[src/rtl/ring_credit_pkg.sv]
package ring_credit_pkg;

  // Next value of one credit counter; a load takes priority over traffic.
  function automatic int unsigned credit_step(input int unsigned cur,
                                              input bit up, input bit down,
                                              input bit load, input int unsigned load_val);
    if (load) return load_val;
    if (up && !down) return cur + 1;
    if (down && !up) return cur - 1;
    return cur;
  endfunction

endpackage

[src/rtl/rtc_onehot_decode.sv]
module rtc_onehot_decode #(
  parameter int N = 128,
  parameter int W = 7
) (
  input  logic         en,
  input  logic [W-1:0] idx,
  output logic [N-1:0] hot
);
  for (genvar i = 0; i < N; i++) begin : g_bit
    assign hot[i] = en && (idx == W'(i));
  end
endmodule

[src/rtl/rtc_credit_slot.sv]
module rtc_credit_slot
  import ring_credit_pkg::*;
#(
  parameter int CNT_W = 6
) (
  input  logic             clk,
  input  logic             rst_n,
  input  logic             load,
  input  logic [CNT_W-1:0] load_val,
  input  logic             up,
  input  logic             down,
  output logic [CNT_W-1:0] cnt,
  output logic [CNT_W-1:0] lim
);
  logic [CNT_W-1:0] cnt_d;

  always_comb cnt_d = CNT_W'(credit_step(int'(cnt), up, down, load, int'(load_val)));

  always_ff @(posedge clk) begin
    if (!rst_n) begin
      cnt <= '0;
      lim <= '0;
    end else begin
      cnt <= cnt_d;
      if (load) lim <= load_val;
    end
  end
endmodule

[src/rtl/ring_tx_credit_tracker.sv]
module ring_tx_credit_tracker #(
  parameter int NUM_BKT = 128,
  parameter int CNT_W   = 6,
  parameter int IDX_W   = $clog2(NUM_BKT)
) (
  input  logic             clk,
  input  logic             rst_n,
  input  logic             cfg_we,
  input  logic [IDX_W-1:0] cfg_bucket,
  input  logic [CNT_W-1:0] cfg_credit,
  input  logic             send_req,
  input  logic [IDX_W-1:0] send_bucket,
  output logic             send_gnt,
  input  logic             ret_valid,
  input  logic [IDX_W-1:0] ret_bucket
);
  logic [CNT_W-1:0] cnt_q [NUM_BKT];
  logic [CNT_W-1:0] lim_q [NUM_BKT];
  logic [NUM_BKT-1:0] load_vec, up_vec, down_vec;
  logic gnt_fire;
  logic tgt_has_credit;

  assign tgt_has_credit = (cnt_q[send_bucket] != '0);
  assign gnt_fire       = send_req && tgt_has_credit;
  assign send_gnt       = gnt_fire;

  rtc_onehot_decode #(.N(NUM_BKT), .W(IDX_W)) u_dec_load (.en(cfg_we),    .idx(cfg_bucket),  .hot(load_vec));
  rtc_onehot_decode #(.N(NUM_BKT), .W(IDX_W)) u_dec_up   (.en(ret_valid), .idx(ret_bucket),  .hot(up_vec));
  rtc_onehot_decode #(.N(NUM_BKT), .W(IDX_W)) u_dec_down (.en(gnt_fire),  .idx(send_bucket), .hot(down_vec));

  for (genvar b = 0; b < NUM_BKT; b++) begin : g_slot
    rtc_credit_slot #(.CNT_W(CNT_W)) u_slot (
      .clk(clk), .rst_n(rst_n),
      .load(load_vec[b]), .load_val(cfg_credit),
      .up(up_vec[b]), .down(down_vec[b]),
      .cnt(cnt_q[b]), .lim(lim_q[b])
    );
  end
endmodule

[config.mk]
export PLATFORM = sky130hd
export DESIGN_NAME = ring_tx_credit_tracker
export DESIGN_NICKNAME = d
export VERILOG_FILES = /design/src/rtl/ring_credit_pkg.sv /design/src/rtl/rtc_onehot_decode.sv /design/src/rtl/rtc_credit_slot.sv /design/src/rtl/ring_tx_credit_tracker.sv
export SDC_FILE = /design/constraint.sdc
export NUM_CORES = 2
export LEC_CHECK = 0
export ABC_AREA = 1
export CORE_AREA = 4 4 467 469
export CTS_CLUSTER_DIAMETER = 120
export CTS_CLUSTER_SIZE = 20
export DETAILED_ROUTE_END_ITERATION = 7
export DIE_AREA = 0 0 471 473
export DONT_BUFFER_PORTS = 1
export GPL_TIMING_DRIVEN = 0
export MAX_ROUTING_LAYER = met4
export REMOVE_ABC_BUFFERS = 1
export SLEW_MARGIN = 20
export SYNTH_ARGS = -nofsm -noshare
export SYNTH_HDL_FRONTEND = slang
export SYNTH_SLANG_ARGS = --single-unit
[constraint.sdc]
create_clock -name clk -period 10.3 [get_ports clk]
set_input_delay 2.06 -clock clk [delete_from_list [all_inputs] [get_ports clk]]
set_output_delay 2.06 -clock clk [all_outputs]
set_load 0.02 [all_outputs]
==> results summary <==
The remaining max-slew budget at the tightest pin came out at 2.04%. The final number of setup-violating endpoints came out at 0. The detailed-route via count is 83,300. The per-cell routed wire length is 20.8 um.

The total die area is 0.223 mm2. The path class of the tightest hold or removal check is flop to flop. The count of fill cells added during filler insertion is 23,800. The switching power total came out at 1.70 mW. The largest registers in the layout are g_slot.u_slot.cnt: 768 flops. The initial antenna violation count was 19. The level count of the clock H-tree came out at 2. The depth of the most critical reg-to-reg path came out at 29. The data arrival time of the worst path is 7.62 ns. The die is 473 um tall.

The number of gates resized after CTS was 0. The count of unique library cells instantiated by Yosys came out at 53. The number of CTS-inserted buffers is 46.

The global router's overall resource usage came out at 27.3%. The register with the most flip-flops in the final layout is g_slot.u_slot.cnt. The internal cell power is 3.99 mW. The horizontal die dimension is 471 um. The placeable core area came out at 0.214 mm2. The floorplan has 170 rows. The proportion of register bits with asynchronous set or reset after synthesis came out at 0%. The first global-routing pass estimated 460,000 um of wire. The endpoint of the most critical register-to-register path is g_slot[82].u_slot.cnt[4]. The summed instance area of the synthesized netlist came out at 0.0745 mm2. The starting density of the core is 34.8%.

The number of flip-flops in the largest register came out at 768. The setup path with the least slack is of type input port to primary output. The share of the clock period used by the worst path after layout came out at 94.0%.

The number of synthesized flops with an enable pin came out at 0. The clock tree from TritonCTS is done. The portion of total power attributed to combinational logic is 9.0%. The total congestion overflow after global routing came out at 0. Once the clock tree was built, the setup fixing pass inserted 0 buffers.

The number of sinks driven by the clock tree came out at 768. After technology mapping, the gate count stands at 12,400. Summed over all cells, the static leakage comes to 32.0 nW. The sequential power share is 52.5%. The worst clock skew is 0.0336 ns.

For this design the top-level I/O count stands at 33. The layout overhead on the synthesized area is 5.95%. The most frequent cell on the critical path is sky130_fd_sc_hd__nor2_1. The number of synthesized register bits came out at 768. The HPWL after detailed placement is 204,000 um. Setup slack on the worst reg-to-reg path comes out at 3.85 ns. The top achievable clock speed came out at 0.103 GHz. The delay contributed by the slowest stage of the critical path came out at 0.69 ns. The remaining antenna violation count after routing came out at 0. The detailed-route vias per instance is 5.58. Yosys printed 0 warnings. In this run the worst setup path begins at send_bucket[0]. Clock-pin slew was measured on the worst setup and hold paths at 0.09 ns. After the last flow step, the layout net total stands at 12,700. The sequential fraction of the synthesis area is 20.6%.

The max-cap check violation count came out at 0. The worst setup slack after placement is 0.778 ns. Hold repair after CTS inserted 0 buffers.

The worst setup path is launched from an input port. The number of global-route vias before repair came out at 73,800. At the pin with the least slew margin, the transition time is 1.47 ns. In this run, the number of DRC markers left after iteration 0 of detailed routing was 10,700. The final weighted congestion in routability-driven placement is 0.967. The worst reg2reg path startpoint is g_slot[87].u_slot.cnt[4]. At the later pin of the worst-skew pair, clock insertion delay measures 0.72 ns. Averaged over all synthesized cells, the footprint is 6.01 um2. The endpoint required time on the critical path came out at 8.24 ns.

The number of port buffers is 0. The hold violation count in the final report is 0. The worst path in the final design needs a cycle of 9.68 ns, including I/O delays and setup. The worst voltage drop across the vdd grid came out at 0.116 mV.

The number of detailed-routing iterations run before antenna repair is 6. STA classifies the critical path endpoint as a primary output. The slowest library cell on the worst path is sky130_fd_sc_hd__inv_8. The worst-case setup margin in the final layout is 0.617 ns.

Setup repair after global routing left no endpoint under its margin. The flow ran to the end, and the final reports show no timing, DRC or antenna violations. The cell area power density is 72.1 mW/mm2. The setup TNS is 0 ns. After detailed routing, the number of remaining DRC violations is 0. The deepest clock path buffer count came out at 3. The max-slew violation count came out at 0. The maximum number of pins on one net before global-route repair came out at 457. The primary flip-flop cell chosen by synthesis mapping is sky130_fd_sc_hd__dfxtp_1. Traced cell by cell, the critical path runs through inv_8 -> buf_16 -> nand2_8 -> nor2_1 -> nor2_1 -> nand2_1 -> nand2_1 -> nand2_1 -> nor2_1 -> nand3_1 -> nor2_1 -> nor2_1 -> nor2_1 -> nand2_4 -> buf_16 -> buf_16 -> nand3_4 -> inv_1. In the final layout, the share of cells above drive strength 1 is 1.33%.

The switching part of the total came out at 29.9%. The cell at the root of the clock tree is sky130_fd_sc_hd__clkbuf_16. The maximum fanout count along the critical path is 253.

Following the worst setup path forward leads to its endpoint at send_gnt. The share of total power in the clock network is 38.5%. The total wire length after detailed routing came out at 311,000 um.
## stage by stage
| step | cells | instance area [um2] | power, mW | utilization, % | hold slack, ns |
|---|---|---|---|---|---|
| floorplan | 12000 | 72700 | 3.25 | - | 0.449 |
| global placement | 14800 | 76300 | 3.50 | 35.7 | 0.475 |
| detailed placement | 14900 | 77500 | 3.55 | 36.2 | 0.477 |
| CTS | 14900 | 78900 | 5.71 | 36.9 | 0.494 |
| global route | 14900 | 78900 | 5.81 | 36.9 | 0.513 |
| finish | 14900 | 78900 | 5.69 | 36.9 | 0.497 |
## critical path, delay by kind of cell
family	cells	cell delay (ns)
buffers and inverters	5	2.09
AND/OR/NAND/NOR	13	2.82
## layer usage
metal / routed length (um) / track usage, %
met4: 20100 / 14.8
met1: 131000 / 35.3
met2: 131000 / 40.9
met5: 0 / -
met3: 29100 / 3.98
## cells by family (layout without fill, tap and decap cells)
kind of cell | Yosys count | count (layout) | synth area share, %
buf+inv | 2491 | 2180 | 12.8
flops | 768 | 768 | 20.6
simple gates | 5484 | 5484 | 30.0
fa+ha+maj | 640 | 640 | 10.8
other cells | 0 | 14 | 0
xor+xnor | 270 | 270 | 3.17
mux | 8 | 8 | 0.113
compound gates | 2723 | 2723 | 22.5
## power by group through the flow
stage | registers [mW] | logic (mW) | clock network (mW)
after floorplan | 3.06 | 0.196 | 0
after global placement | 3.06 | 0.441 | 0
after detailed placement | 3.06 | 0.493 | 0
after CTS | 2.99 | 0.494 | 2.23
after global routing | 2.99 | 0.515 | 2.30
final | 2.99 | 0.512 | 2.19
## placed cells by master, fill, tap and decap left out, drive strengths merged, types with 7 or more instances in the layout
cell type	Yosys	routed
nand2	2560	2560
inv	2062	2063
nor2	1866	1866
o21ai	919	919
dfxtp	768	768
ha	640	640
a21oi	502	502
nand3	490	490
a31oi	274	274
nor3	272	272
o22ai	260	260
o221ai	241	241
nand4	237	237
o211ai	185	185
xor2	157	157
xnor2	113	113
a41oi	87	87
a211oi	66	66
clkbuf	282	54
a221oi	53	53
buf	134	44
o31ai	37	37
nand3b	22	22
nor4	20	20
a21boi	19	19
o2111ai	19	19
clkinv	13	16
o311ai	15	15
diode	0	14
or2	13	13
a22oi	9	9
o41ai	9	9
a32oi	8	8
a2111oi	7	7
## cell type report
cell class | instances | area, um2 | share of cell area [%]
Multi-Input combinational cell | 9125 | 49700 | 63.0
Sequential cell | 768 | 15400 | 19.5
Inverter | 2075 | 7840 | 9.93
Tap cell | 2838 | 3550 | 4.50
Clock buffer | 54 | 1280 | 1.63
Timing Repair Buffer | 44 | 1060 | 1.35
Clock inverter | 7 | 83.8 | 0.106
Antenna cell | 14 | 35.0 | 0.0444
## cells in the mapped netlist, drive strengths merged, types with 8 or more instances
library cell  count  area share (%)
a211oi           66            0.67
a21boi           19            0.19
a21oi           502             3.4
a221oi           53            0.62
a22oi             9           0.091
a31oi           274             2.3
a32oi             8           0.094
a41oi            87             1.0
buf             134            0.92
clkbuf          282             1.4
clkinv           13           0.066
dfxtp           768              21
ha              640              11
inv            2062              10
nand2          2560              13
nand3           490             3.3
nand3b           22            0.22
nand4           237             2.0
nor2           1866             9.4
nor3            272             1.8
nor4             20            0.17
o2111ai          19            0.22
o211ai          185             1.9
o21ai           919             6.2
o221ai          241             2.8
o22ai           260             2.2
o311ai           15            0.18
o31ai            37            0.37
o41ai             9            0.11
or2              13            0.11
xnor2           113             1.3
xor2            157             1.8
## how the worst min path moves through the flow
stage	startpoint	to	slack, ns	depth (start not counted)
floorplan	g_slot[10].u_slot.cnt[5]	g_slot[10].u_slot.cnt[5]	0.45	2
global route	g_slot[80].u_slot.cnt[4]	g_slot[80].u_slot.cnt[4]	0.51	2
global placement	g_slot[104].u_slot.cnt[4]	g_slot[104].u_slot.cnt[4]	0.47	2
finish	g_slot[104].u_slot.cnt[4]	g_slot[104].u_slot.cnt[4]	0.50	2
detailed placement	g_slot[104].u_slot.cnt[4]	g_slot[104].u_slot.cnt[4]	0.48	2
CTS	g_slot[10].u_slot.cnt[5]	g_slot[10].u_slot.cnt[5]	0.49	2
(Power assumes the default switching activity.)
